<file path="src/rtl/rl_pkg.sv">
package rl_pkg;

    // Per-bucket occupancy state within one window
    typedef enum logic [1:0] {
        BK_OPEN = 2'd0,
        BK_NEAR = 2'd1,
        BK_OVER = 2'd2
    } bucket_state_e;

endpackage

</file>
<file path="src/rtl/rl_window.sv">
module rl_window #(
    parameter int WINDOW_TICKS = 1_000_000
) (
    input  logic clk,
    input  logic rst_n,
    input  logic tick,
    output logic restart
);
    localparam int CW = $clog2(WINDOW_TICKS + 1);
    localparam logic [CW-1:0] LAST = CW'(WINDOW_TICKS - 1);

    logic [CW-1:0] cnt;

    always_ff @(posedge clk) begin
        if (!rst_n) begin
            cnt <= '0;
        end else if (tick) begin
            cnt <= (cnt == LAST) ? '0 : cnt + 1'b1;
        end
    end

    always_comb begin
        restart = tick && (cnt == LAST);
    end

endmodule

</file>
<file path="src/rtl/rl_bucket.sv">
module rl_bucket
    import rl_pkg::*;
#(
    parameter int RATE_W         = 12,
    parameter int LEN_W          = 11,
    parameter int CNT_W          = 25,
    parameter int BYTES_PER_UNIT = 4000,
    parameter int SPLIT_UNITS    = 4,
    parameter int HI_MARGIN      = 8192,
    parameter int LO_MARGIN      = 2048
) (
    input  logic              clk,
    input  logic              rst_n,
    input  logic              restart,
    input  logic              add,
    input  logic [LEN_W-1:0]  len,
    input  logic [RATE_W-1:0] rate,
    output logic              near,
    output logic              over
);
    localparam int SW = CNT_W + 1;

    bucket_state_e state, cur, nxt;
    logic [CNT_W-1:0] count, base, next_cnt, budget, margin;
    logic [SW-1:0]    sum;
    logic             limited, exceed, close;

    // Arithmetic for the frame under evaluation
    always_comb begin
        base     = restart ? '0 : count;
        sum      = {1'b0, base} + SW'(len);
        next_cnt = sum[CNT_W] ? '1 : sum[CNT_W-1:0];
        budget   = CNT_W'(rate) * CNT_W'(BYTES_PER_UNIT);
        margin   = (rate < RATE_W'(SPLIT_UNITS)) ? CNT_W'(LO_MARGIN) : CNT_W'(HI_MARGIN);
        limited  = (rate != '0);
        exceed   = limited && (next_cnt > budget);
        close    = limited && (({1'b0, next_cnt} + {1'b0, margin}) >= {1'b0, budget});
    end

    // Next-state decision; a restart evaluates from OPEN
    always_comb begin
        cur = restart ? BK_OPEN : state;
        nxt = cur;
        unique case (cur)
            BK_OPEN: begin
                if (add) begin
                    if (exceed)     nxt = BK_OVER;
                    else if (close) nxt = BK_NEAR;
                    else            nxt = BK_OPEN;
                end
            end
            BK_NEAR: begin
                if (add && exceed) nxt = BK_OVER;
            end
            BK_OVER: nxt = BK_OVER;
            default: nxt = BK_OPEN;
        endcase
    end

    // State register
    always_ff @(posedge clk) begin
        if (!rst_n) state <= BK_OPEN;
        else        state <= nxt;
    end

    // Byte counter
    always_ff @(posedge clk) begin
        if (!rst_n)       count <= '0;
        else if (add)     count <= next_cnt;
        else if (restart) count <= '0;
    end

    // Outputs
    always_comb begin
        near = (state != BK_OPEN);
        over = (state == BK_OVER);
    end

endmodule

</file>
<file path="src/rtl/port_rate_limiter.sv">
module port_rate_limiter #(
    parameter int WINDOW_TICKS   = 1_000_000,
    parameter int RATE_W         = 12,
    parameter int LEN_W          = 11,
    parameter int BYTES_PER_UNIT = 4000,
    parameter int SPLIT_UNITS    = 4,
    parameter int HI_MARGIN      = 8192,
    parameter int LO_MARGIN      = 2048
) (
    input  logic              clk,
    input  logic              rst_n,
    input  logic              tick,
    input  logic              frame_start,
    input  logic              frame_dir,
    input  logic              frame_prio,
    input  logic [LEN_W-1:0]  frame_len,
    input  logic              prio_en,
    input  logic              fc_en,
    input  logic [RATE_W-1:0] rx_rate_lo,
    input  logic [RATE_W-1:0] rx_rate_hi,
    input  logic [RATE_W-1:0] tx_rate_lo,
    input  logic [RATE_W-1:0] tx_rate_hi,
    output logic              admit,
    output logic [1:0]        rx_block,
    output logic [1:0]        tx_block,
    output logic              fc_req
);
    localparam int CNT_W = $clog2(((1 << RATE_W) - 1) * BYTES_PER_UNIT + (1 << LEN_W)) + 1;

    logic       win_restart;
    logic       cls;
    logic [3:0] near_f, over_f;   // index = dir*2 + class
    logic [RATE_W-1:0] rate_sel [4];

    rl_window #(.WINDOW_TICKS(WINDOW_TICKS)) u_window (
        .clk     (clk),
        .rst_n   (rst_n),
        .tick    (tick),
        .restart (win_restart)
    );

    always_comb begin
        rate_sel[0] = rx_rate_lo;
        rate_sel[1] = rx_rate_hi;
        rate_sel[2] = tx_rate_lo;
        rate_sel[3] = tx_rate_hi;
        cls         = prio_en & frame_prio;
    end

    for (genvar d = 0; d < 2; d++) begin : g_dir
        for (genvar c = 0; c < 2; c++) begin : g_cls
            logic add_here;
            assign add_here = admit && (frame_dir == (d != 0)) && (cls == (c != 0));
            rl_bucket #(
                .RATE_W         (RATE_W),
                .LEN_W          (LEN_W),
                .CNT_W          (CNT_W),
                .BYTES_PER_UNIT (BYTES_PER_UNIT),
                .SPLIT_UNITS    (SPLIT_UNITS),
                .HI_MARGIN      (HI_MARGIN),
                .LO_MARGIN      (LO_MARGIN)
            ) u_bucket (
                .clk     (clk),
                .rst_n   (rst_n),
                .restart (win_restart),
                .add     (add_here),
                .len     (frame_len),
                .rate    (rate_sel[d*2+c]),
                .near    (near_f[d*2+c]),
                .over    (over_f[d*2+c])
            );
        end
    end

    // Output decode
    always_comb begin
        rx_block[0] = over_f[0];
        rx_block[1] = prio_en ? over_f[1] : over_f[0];
        tx_block[0] = over_f[2];
        tx_block[1] = prio_en ? over_f[3] : over_f[2];
        admit       = frame_start &&
                      !(frame_dir ? tx_block[frame_prio] : rx_block[frame_prio]);
        fc_req      = fc_en && (near_f[0] || near_f[1]);
    end

endmodule

</file>
<file path="config.mk">
export PLATFORM = sky130hd
export DESIGN_NAME = port_rate_limiter
export DESIGN_NICKNAME = d
export VERILOG_FILES = /design/src/rtl/rl_pkg.sv /design/src/rtl/rl_window.sv /design/src/rtl/rl_bucket.sv /design/src/rtl/port_rate_limiter.sv
export SDC_FILE = /design/constraint.sdc
export NUM_CORES = 1
export LEC_CHECK = 0
export BUFFER_PORTS_ARGS = -buffer_cell sky130_fd_sc_hd__buf_2
export CORE_MARGIN = 2
export CORE_UTILIZATION = 44
export DETAILED_ROUTE_END_ITERATION = 6
export GPL_TIMING_DRIVEN = 0
export PLACE_DENSITY = 0.64
export SLEW_MARGIN = 20
export SYNTH_ARGS = -nofsm -noshare
export SYNTH_HDL_FRONTEND = slang
export SYNTH_SLANG_ARGS = --single-unit
</file>
<file path="constraint.sdc">
create_clock -name clk -period 8.5 [get_ports clk]
set_clock_uncertainty 0.1 [all_clocks]
set_input_delay 0.425 -clock clk [delete_from_list [all_inputs] [get_ports clk]]
set_output_delay 0.425 -clock clk [all_outputs]
set_load 0.05 [all_outputs]
</file>
Word level (Yosys, flattened, before mapping)
Index checks and enable logic that the tools add are counted.
- add/subtract/negate cells: 9
- multiply operators: 4
- magnitude comparators: 13
- equality and inequality tests: 13
- muxes and demuxes: 48
- bitwise logic cells: 3
- reductions and logical operators: 33
- operators with widths (kind ; count):
    two-way mux 25 bit ; 12
    adder 25 x 11 -> 26 bit ; 4
    adder 25 x 25 -> 26 bit ; 4
    >= comparator 26 x 24 -> 1 bit ; 4
    > comparator 25 x 24 -> 1 bit ; 4
    multiplier 12 x 7 -> 19 bit, second input constant ; 4
    two-way mux 14 bit ; 4
    < comparator 12 x 3 -> 1 bit, second input constant ; 4
    nonzero test 12 bit ; 4
    two-way mux 2 bit ; 16
    case mux 2 bit (3 select lines) ; 4
    logical AND 1 bit ; 21
    adder 20 x 1 -> 20 bit, second input constant ; 1
    equality test 20 bit, second input constant ; 1
    two-way mux 20 bit ; 1
    equality test 2 bit, second input constant ; 8
    two-way mux 1 bit ; 11
    equality test 2 x 1 -> 1 bit, second input constant ; 4
    zero test 2 bit ; 4
    nonzero test 2 bit ; 2
    < comparator 1 x 2 -> 1 bit, second input constant ; 1
    inverter 1 bit ; 2
    bitwise AND 1 bit ; 1
    zero test 1 bit ; 1
    logical OR 1 bit ; 1
- register bits: 128
- bits of input ports: 67
- word-level logic and storage cells: 132

Logic depth before layout (Yosys ltp)
Gate-level depths: netlist (run 1).
- depth after elaboration: 12
- gate-level depth with buffers: 31
- gate-level depth less buffers: 28

Modules after synthesis
Synthesis (run 1) repeated with hierarchy kept, for this count alone.
- cells, all modules: 2729
- area, all modules: 22856.9 sq um
- by module, submodules not included (module ; instances ; cells each ; area an instance (sq um)):
    rl_bucket at g_dir[1].g_cls[0].u_bucket ... ; 2 ; 639 ; 5361.4
    rl_bucket at g_dir[0].g_cls[1].u_bucket ; 1 ; 677 ; 5530.3
    rl_bucket at g_dir[0].g_cls[0].u_bucket ; 1 ; 650 ; 5524.0
    rl_window ; 1 ; 107 ; 943.4
    port_rate_limiter ; 1 ; 17 ; 136.4

Worst setup path before layout (run 1)
No wires, ideal clock.
- kind: in2reg
- from: input port tick
- to: register g_dir[1].g_cls[0].u_bucket.state[0]
- arrival: 6292 ps
- required time: 8282 ps
- path slack: 1990 ps
- stages: 31
- path through: buf_2 -> nand4_4 -> nor4_4 -> nand2_1 -> clkbuf_1 -> buf_1 -> clkbuf_1 -> and2_1 -> ha_1 -> fa_1 -> a211o_1 -> a2111oi_0 -> or3b_1 -> clkbuf_1 -> a2111oi_0 -> a31o_1 -> or2_2 -> ha_1 -> o21ai_0 -> nand2_1 -> nand2_1 -> nor3b_1 -> xor2_1 -> ha_1 -> a21o_1 -> a21o_1 -> a21oi_1 -> nor2b_1 -> o21ai_0 -> nand4_1 -> o2111a_1
- word-level cells in the longest chain between the ends: 11
- elaborated cells between the ends (all ways): 19
- ends and longest elaborated chain (item ; RTL line ; RTL):
    start: declaration ; port_rate_limiter.sv:12 ; input logic tick,
    logical AND 1 bit * ; rl_window.sv:23 ; restart = tick && (cnt == LAST);
    two-way mux 25 bit ; n/a ;
    adder 25 x 11 -> 26 bit ; rl_bucket.sv:31 ; sum = {1'b0, base} + SW'(len);
    two-way mux 25 bit ; rl_bucket.sv:32 ; next_cnt = sum[CNT_W] ? '1 : sum[CNT_W-1:0];
    adder 25 x 25 -> 26 bit ; rl_bucket.sv:37 ; close = limited && (({1'b0, next_cnt} + {1'b0, margin}) >= {1'b0, budget});
    >= comparator 26 x 24 -> 1 bit ; rl_bucket.sv:37 ;
    logical AND 1 bit ; rl_bucket.sv:37 ;
    two-way mux 1 bit ; rl_bucket.sv:48 ; else if (close) nxt = BK_NEAR;
    two-way mux 2 bit ; rl_bucket.sv:47 ; if (exceed) nxt = BK_OVER;
    two-way mux 2 bit ; rl_bucket.sv:46 ; if (add) begin
    case mux 2 bit (3 select lines) * ; rl_bucket.sv:44 ; unique case (cur)
    end signal: assignment ; rl_bucket.sv:63 ; else state <= nxt;
    end: declaration ; rl_bucket.sv:23 ; bucket_state_e state, cur, nxt;
Mark *: on every way between the ends. The rest lies on a longest branch, timed or not.
A chain may end at the register's enable or synchronous reset.

Worst setup path after layout (run 1)
- from: register u_window.cnt[0]
- to: register g_dir[1].g_cls[1].u_bucket.state[0]
- word-level cells in the longest chain between the ends: 12
- elaborated cells between the ends (all ways): 20
- ends and longest elaborated chain (item ; RTL line ; RTL):
    start: declaration ; rl_window.sv:12 ; logic [CW-1:0] cnt;
    start signal: assignment ; rl_window.sv:18 ; cnt <= (cnt == LAST) ? '0 : cnt + 1'b1;
    equality test 20 bit * ; rl_window.sv:23 ;
    logical AND 1 bit * ; rl_window.sv:23 ;
    two-way mux 25 bit ; n/a ;
    adder 25 x 11 -> 26 bit ; rl_bucket.sv:31 ;
    two-way mux 25 bit ; rl_bucket.sv:32 ;
    adder 25 x 25 -> 26 bit ; rl_bucket.sv:37 ;
    >= comparator 26 x 24 -> 1 bit ; rl_bucket.sv:37 ;
    logical AND 1 bit ; rl_bucket.sv:37 ;
    two-way mux 1 bit ; rl_bucket.sv:48 ;
    two-way mux 2 bit ; rl_bucket.sv:47 ;
    two-way mux 2 bit ; rl_bucket.sv:46 ;
    case mux 2 bit (3 select lines) * ; rl_bucket.sv:44 ;
    end signal: assignment ; rl_bucket.sv:63 ;
    end: declaration ; rl_bucket.sv:23 ;
Marked as above.

==> results of run 1 <==
-- power groups by stage --
stage                     clock network [mW]  registers, mW  logic (mW)
final                                  0.702          0.618        3.94
after detailed placement                   0          0.631        3.92
after floorplan                            0          0.630        3.05
after global routing                   0.736          0.619        4.59
after CTS                              0.711          0.618        3.97
after global placement                     0          0.631        3.81
-- Yosys cell counts, drive strengths merged (4+ instances only) --
| library cell | count |
|---|---|
| xor2 | 65 |
| o2111ai | 8 |
| nand4 | 47 |
| mux2i | 9 |
| or4 | 12 |
| or3 | 13 |
| maj3 | 4 |
| o21bai | 13 |
| a211oi | 46 |
| and2 | 55 |
| o211ai | 20 |
| o221ai | 4 |
| a31oi | 28 |
| or2 | 7 |
| nor4 | 23 |
| clkbuf | 57 |
| a2111oi | 11 |
| o21a | 30 |
| a31o | 4 |
| a21oi | 195 |
| nor2b | 20 |
| o311ai | 7 |
| xnor2 | 108 |
| buf | 13 |
| and3 | 22 |
| nor2 | 190 |
| nor3 | 75 |
| o211a | 5 |
| and4b | 4 |
| ha | 381 |
| nand2 | 208 |
| a21o | 44 |
| nand4b | 4 |
| inv | 262 |
| a21boi | 6 |
| nand2b | 30 |
| o21ai | 104 |
| dfxtp | 128 |
| a311oi | 13 |
| nand3 | 108 |
| fa | 156 |
| a211o | 6 |
| and4 | 20 |
| nor3b | 7 |
-- state kept, by name, indices dropped and copies added, names as in the netlist --
name,cells
g_dir.g_cls.u_bucket.state,8
u_window.cnt,20
g_dir.g_cls.u_bucket.count,100
-- area by class of cell --
cell class / count / area [um2] / area share (%)
clock inverters: 11 / 92.6 / 0.400
inverters: 262 / 983 / 4.25
flip-flops and latches: 128 / 2560 / 11.1
clock buffers: 20 / 447 / 1.93
multi-input cells: 2155 / 17600 / 76.3
diodes: 1 / 2.50 / 0.0108
repair buffers: 72 / 363 / 1.57
plain buffers: 69 / 275 / 1.19
well taps: 615 / 769 / 3.32
-- layer usage --
layer  share of wire, %  global-route usage, %  up-vias
met1                 45                   32.5     9379
li1                   -                      -     9438
met2                 47                   41.2      535
met3                6.4                   4.18       96
met4                2.2                   6.79        6
met5              0.058                      0        -
-- through the flow --
stage          util [%]  hold slack (ps)  power (mW)  setup WS (ps)
6_report           48.3              233        5.26            436
5_1_grt            48.3              238        5.94          -74.5
4_1_cts            48.2              215        5.30            184
3_5_place_dp       47.1              387        4.55            246
3_3_place_gp       47.1              376        4.44            276
2_1_floorplan         -              352        3.68           1990
-- final timing paths --
kind                                          endpoint  slack (ps)  cells past startpoint
setup reg to reg   g_dir[1].g_cls[1].u_bucket.state[0]         440                     29
hold reg to reg   g_dir[1].g_cls[0].u_bucket.count[17]         400                      2
hold / removal                         u_window.cnt[0]         230                      3
setup / recovery   g_dir[1].g_cls[1].u_bucket.state[0]         440                     29
-- worst max-delay path, delay by kind of cell (launching register included) --
family / cells / cell delay, ps
flops: 1 / 340
buf+inv: 4 / 2100
compound gates: 10 / 2080
simple gates: 9 / 1630
xor+xnor: 1 / 140
fa+ha+maj: 5 / 1510
-- timing repair --
item	in CTS	in global routing
endpoints found under the setup margin	0	4
buffers inserted	0	1
resized for setup	0	4
-- logic make-up after synthesis --
| group | synth area share (%) |
|---|---|
| multiplexers | 0.577 |
| AND/OR/NAND/NOR | 20.2 |
| buffers and inverters | 5.88 |
| AO/OA/AOI/OAI | 17.4 |
| adder cells (fa/ha/maj) | 37.0 |
| flip-flops | 11.9 |
| XOR/XNOR | 7.06 |
==> flow_summary.toml, run 1 <==
[outcome]
outcome = "finished clean"

[die]
pin_count = 73
core-area_um2 = 47900
die_x_um = 225
die_area_um2 = 50500
start_util_pct = 44.7
die_h_um = 225
rows = 80

[finish]
nNetsFinal = 3309
drive_above_1_share_pct = 5.67
fin_cells = 3333
final_design_area_no_fill_um2 = 23100
fillers = 4736
syn_to_final_growth_pct = 7.88
layout_commonest_cell = "ha_1"
final_cell_mix = "ha_1, inv_1, nand2_1"

[place]
dp_hpwl_mm = 49.6
placed_cells = 3301
dpl_cell_area_um2 = 22600
portBuffers = 71
routabilityCongestion = 0.919

[sta]
worstMarginPinSlew_ps = 1140
setup_viol = 0
finalSetupTns_ps = 0
finalCritPeriodShare_pct = 94.9
min_period_ps = 8060
slew_headroom_pct = 23.5
finalHoldViolations = 0
fmax_mhz = 124
drv_slew = 0
rsz0062_at_grt = "true"

[run]
maxCapViolCount = 0

[yosys]
syn_area_um2 = 21500
synth_cells = 2615
yosysTopAreaCellShare_pct = 22.2
synth.area.top_cells = "ha_1, fa_1, dfxtp_1"
async_reset_ff_share_pct = 0
synth-main-ff-cell = "dfxtp_1"
ys_warn_count = 0
ys_seq_area_share_pct = 11.9
synth_edf_count = 0
syn_avg_cell_area_um2 = 8.20
synth_cell_types = 92
synthesis.nets = 3219
synth-seq-cells = 128
yosys.area.top_type = "ha_1"

[drt]
drt_iter0_drc = 1182
avgRoutedWirePerCell_um = 18.1
avgViaCountPerCell = 5.84
wirelength_mm = 60.5
via_count = 19500
drt_first_pass_iters = 5
ant_nets = 0
drc = 0

[pwr]
p_int_mw = 2.69
comb_power_share_pct = 74.9
p_leak_nw = 10.6
power.switching_mw = 2.57
power_density_nw_per_um2 = 227
switching_share_pct = 48.9
power_frac_clock_pct = 13.3
seq_power_share_pct = 11.7
peakVddDrop_mv = 0.224

[critical_path]
cp_slowest_stage_delay_ps = 660
worstSetupStartpointType = "flop"
reg2reg_from = "u_window.cnt[0]"
critPathRequiredTime_ps = 8720
crit_start = "u_window.cnt[0]"
endpoint_kind = "flop"
critPathMaxFanout = 10
worst-setup-path-type = "reg -> reg"
critical-path-slowest-cell = "clkbuf_1"
cp_data_arrival_time_ps = 8280
cpMostUsedCell = "ha_1"

[clock_tree]
cts_buffers = 17
path_clk_slew_ps = 60
cts_sinks = 128
cts_htree_levels = 4
ctsHoldBuffers = 0
cts_tree = "done"
root_buffer = "clkbuf_16"
clock_latency_ps = 450
clockBufferDepth = 2

[global_route]
grt_pass1_wl_mm = 100
grt_antenna_before_repair = 4
grt_pass1_vias = 19400
grt-ovfl-total = 0
grt_usage_pct = 24.6
grt_max_degree = 17

[worst_hold_path]
holdCritPathClass = "in -> reg"
hold_path_startpoint = "tick"
Note: power is estimated with default switching activity, not from simulation.
==> inputs of run 2 (changes only) <==
--- a/config.mk
+++ b/config.mk
@@ -10,7 +10,7 @@
 export CORE_UTILIZATION = 44
 export DETAILED_ROUTE_END_ITERATION = 6
 export GPL_TIMING_DRIVEN = 0
-export PLACE_DENSITY = 0.64
+export PLACE_DENSITY = 0.71
 export SLEW_MARGIN = 20
 export SYNTH_ARGS = -nofsm -noshare
 export SYNTH_HDL_FRONTEND = slang
==> run 2 against run 1 <==
  * Total power rose by 0.86%
  * Non-clock buffer count up 2
  * Sequential power is essentially flat
  * Critical path depth grew 2
  * Count of clock-buffer cells in the layout is 3 lower
  * Fmax down 1.3%
  * Clock power grew 9.4%
==> flow_summary.toml, run 2 (synthesis results as in run 1) <==
[die]
die_x_um = 225
die_h_um = 225
die_area_um2 = 50500
rows = 80
start_util_pct = 44.7
pin_count = 73
core-area_um2 = 47900

[finish]
fin_cells = 3335
largest_reg_flops = 100
syn_to_final_growth_pct = 8.17
fillers = 4617
nNetsFinal = 3311
multi_input_comb_area_um2 = 17600
drive_above_1_share_pct = 5.81
layout_commonest_cell = "ha_1"
top_regs = "g_dir.g_cls.u_bucket.count (100), u_window.cnt (20), g_dir.g_cls.u_bucket.state (8)"
final_cell_mix = "ha_1, inv_1, nand2_1"
final_design_area_no_fill_um2 = 23200
diodes = 0
largest_register = "g_dir.g_cls.u_bucket.count"
seqCellArea_um2 = 2560

[sta]
finalCritPeriodShare_pct = 96.1
drv_slew = 0
min_period_ps = 8170
slew_headroom_pct = 35.5
setup_slack_ps = 331
rsz0062_at_grt = "true"
finalSetupTns_ps = 0
holdWs_ps = 252
setup_viol = 0
fmax_mhz = 122
finalHoldViolations = 0
worstMarginPinSlew_ps = 959

[critical_path]
critPathMaxFanout = 10
reg2reg_from = "u_window.cnt[6]"
critPathRequiredTime_ps = 8730
critical-path-slowest-cell = "a2111oi_1"
r2r_end = "g_dir[1].g_cls[0].u_bucket.state[0]"
cp_slowest_stage_delay_ps = 510
cp_data_arrival_time_ps = 8390
worst-r2r-cell-count = 31
rrSetupSlack_ps = 330
worst-setup-path-type = "reg -> reg"
endpoint_kind = "flop"
worstSetupStartpointType = "flop"

[clock_tree]
cts_tree = "done"
cts_sinks = 128
root_buffer = "clkbuf_16"
clock_latency_ps = 440
ctsHoldBuffers = 0
clockBufferDepth = 2
path_clk_slew_ps = 60
cts_buffers = 17
cts_htree_levels = 4

[drt]
wirelength_mm = 58.3
via_count = 19500
avgRoutedWirePerCell_um = 17.5
ant_nets = 0
drt_first_pass_iters = 5
avgViaCountPerCell = 5.85
drc = 0
drt_iter0_drc = 1574

[global_route]
grt_antenna_before_repair = 2
grt_max_degree = 17
grt_pass1_wl_mm = 96.1
grt-ovfl-total = 0
grt_usage_pct = 23.4
grt_pass1_vias = 19100

[pwr]
p_leak_nw = 10.6
power_density_nw_per_um2 = 229
peakVddDrop_mv = 0.160

[place]
placed_cells = 3301
portBuffers = 71
dp_hpwl_mm = 47.4
pre_cts_slack_ps = 89.8
dpl_cell_area_um2 = 22600
routabilityCongestion = 0.943

[worst_hold_path]
hold-path-endpoint = "u_window.cnt[0]"
holdCritPathClass = "in -> reg"
hold_path_depth = 3
hold_path_startpoint = "tick"

[run]
maxCapViolCount = 0

[outcome]
outcome = "finished clean"
-- run 2: worst max path at each step --
stage	startpoint	to	slack (ps)
final	u_window.cnt[6]	g_dir[1].g_cls[0].u_bucket.state[0]	330
after global routing	u_window.cnt[6]	g_dir[1].g_cls[0].u_bucket.state[0]	-100
after CTS	u_window.cnt[0]	g_dir[1].g_cls[0].u_bucket.state[0]	30
after detailed placement	u_window.cnt[0]	g_dir[1].g_cls[0].u_bucket.state[0]	90
after global placement	tick	g_dir[1].g_cls[0].u_bucket.state[0]	240
after floorplan	tick	g_dir[1].g_cls[0].u_bucket.state[0]	1990
-- run 2: layout make-up --
type / instances / area share (%)
clock inverter: 15 / 0.744
sequential: 128 / 11.0
timing repair buffer: 73 / 1.60
inverter: 262 / 4.24
clock buffer: 17 / 1.83
multi-input combinational: 2155 / 76.0
buffer: 70 / 1.21
tap: 615 / 3.32
-- run 2: per-stage QoR --
step                util, %  total power, mW
finish                 48.4             5.31
detailed placement     47.1             4.52
global placement       47.1             4.39
floorplan                 -             3.68
CTS                    48.3             5.32
global route           48.4             5.95
-- run 2: power breakdown --
| group | internal [mW] | switching (mW) | total, mW |
|---|---|---|---|
| Clock | 0.441 | 0.327 | 0.768 |
| Sequential | 0.613 | 0.00543 | 0.618 |
| Combinational | 1.67 | 2.25 | 3.92 |
-- run 2: worst max-delay path, delay by kind of cell (launching register included) --
family / cells / cell delay [ps]
xor+xnor: 1 / 160
compound gates: 10 / 2380
simple gates: 11 / 2170
buf+inv: 5 / 1640
fa+ha+maj: 4 / 1200
flops: 1 / 370
-- run 2: repair_timing --
action	CTS	global route
endpoints found under the setup margin	0	4
buffers inserted	0	2
resized for setup	0	5
-- run 2: routing by layer --
metal  track usage (%)  vias to the layer above  wire length [um]
met5                 0                        -                26
met3              3.34                      118              3930
met4              6.77                        4              1470
met2              39.5                      628             27400
li1                  -                     9447                 -
met1              31.0                     9321             25500
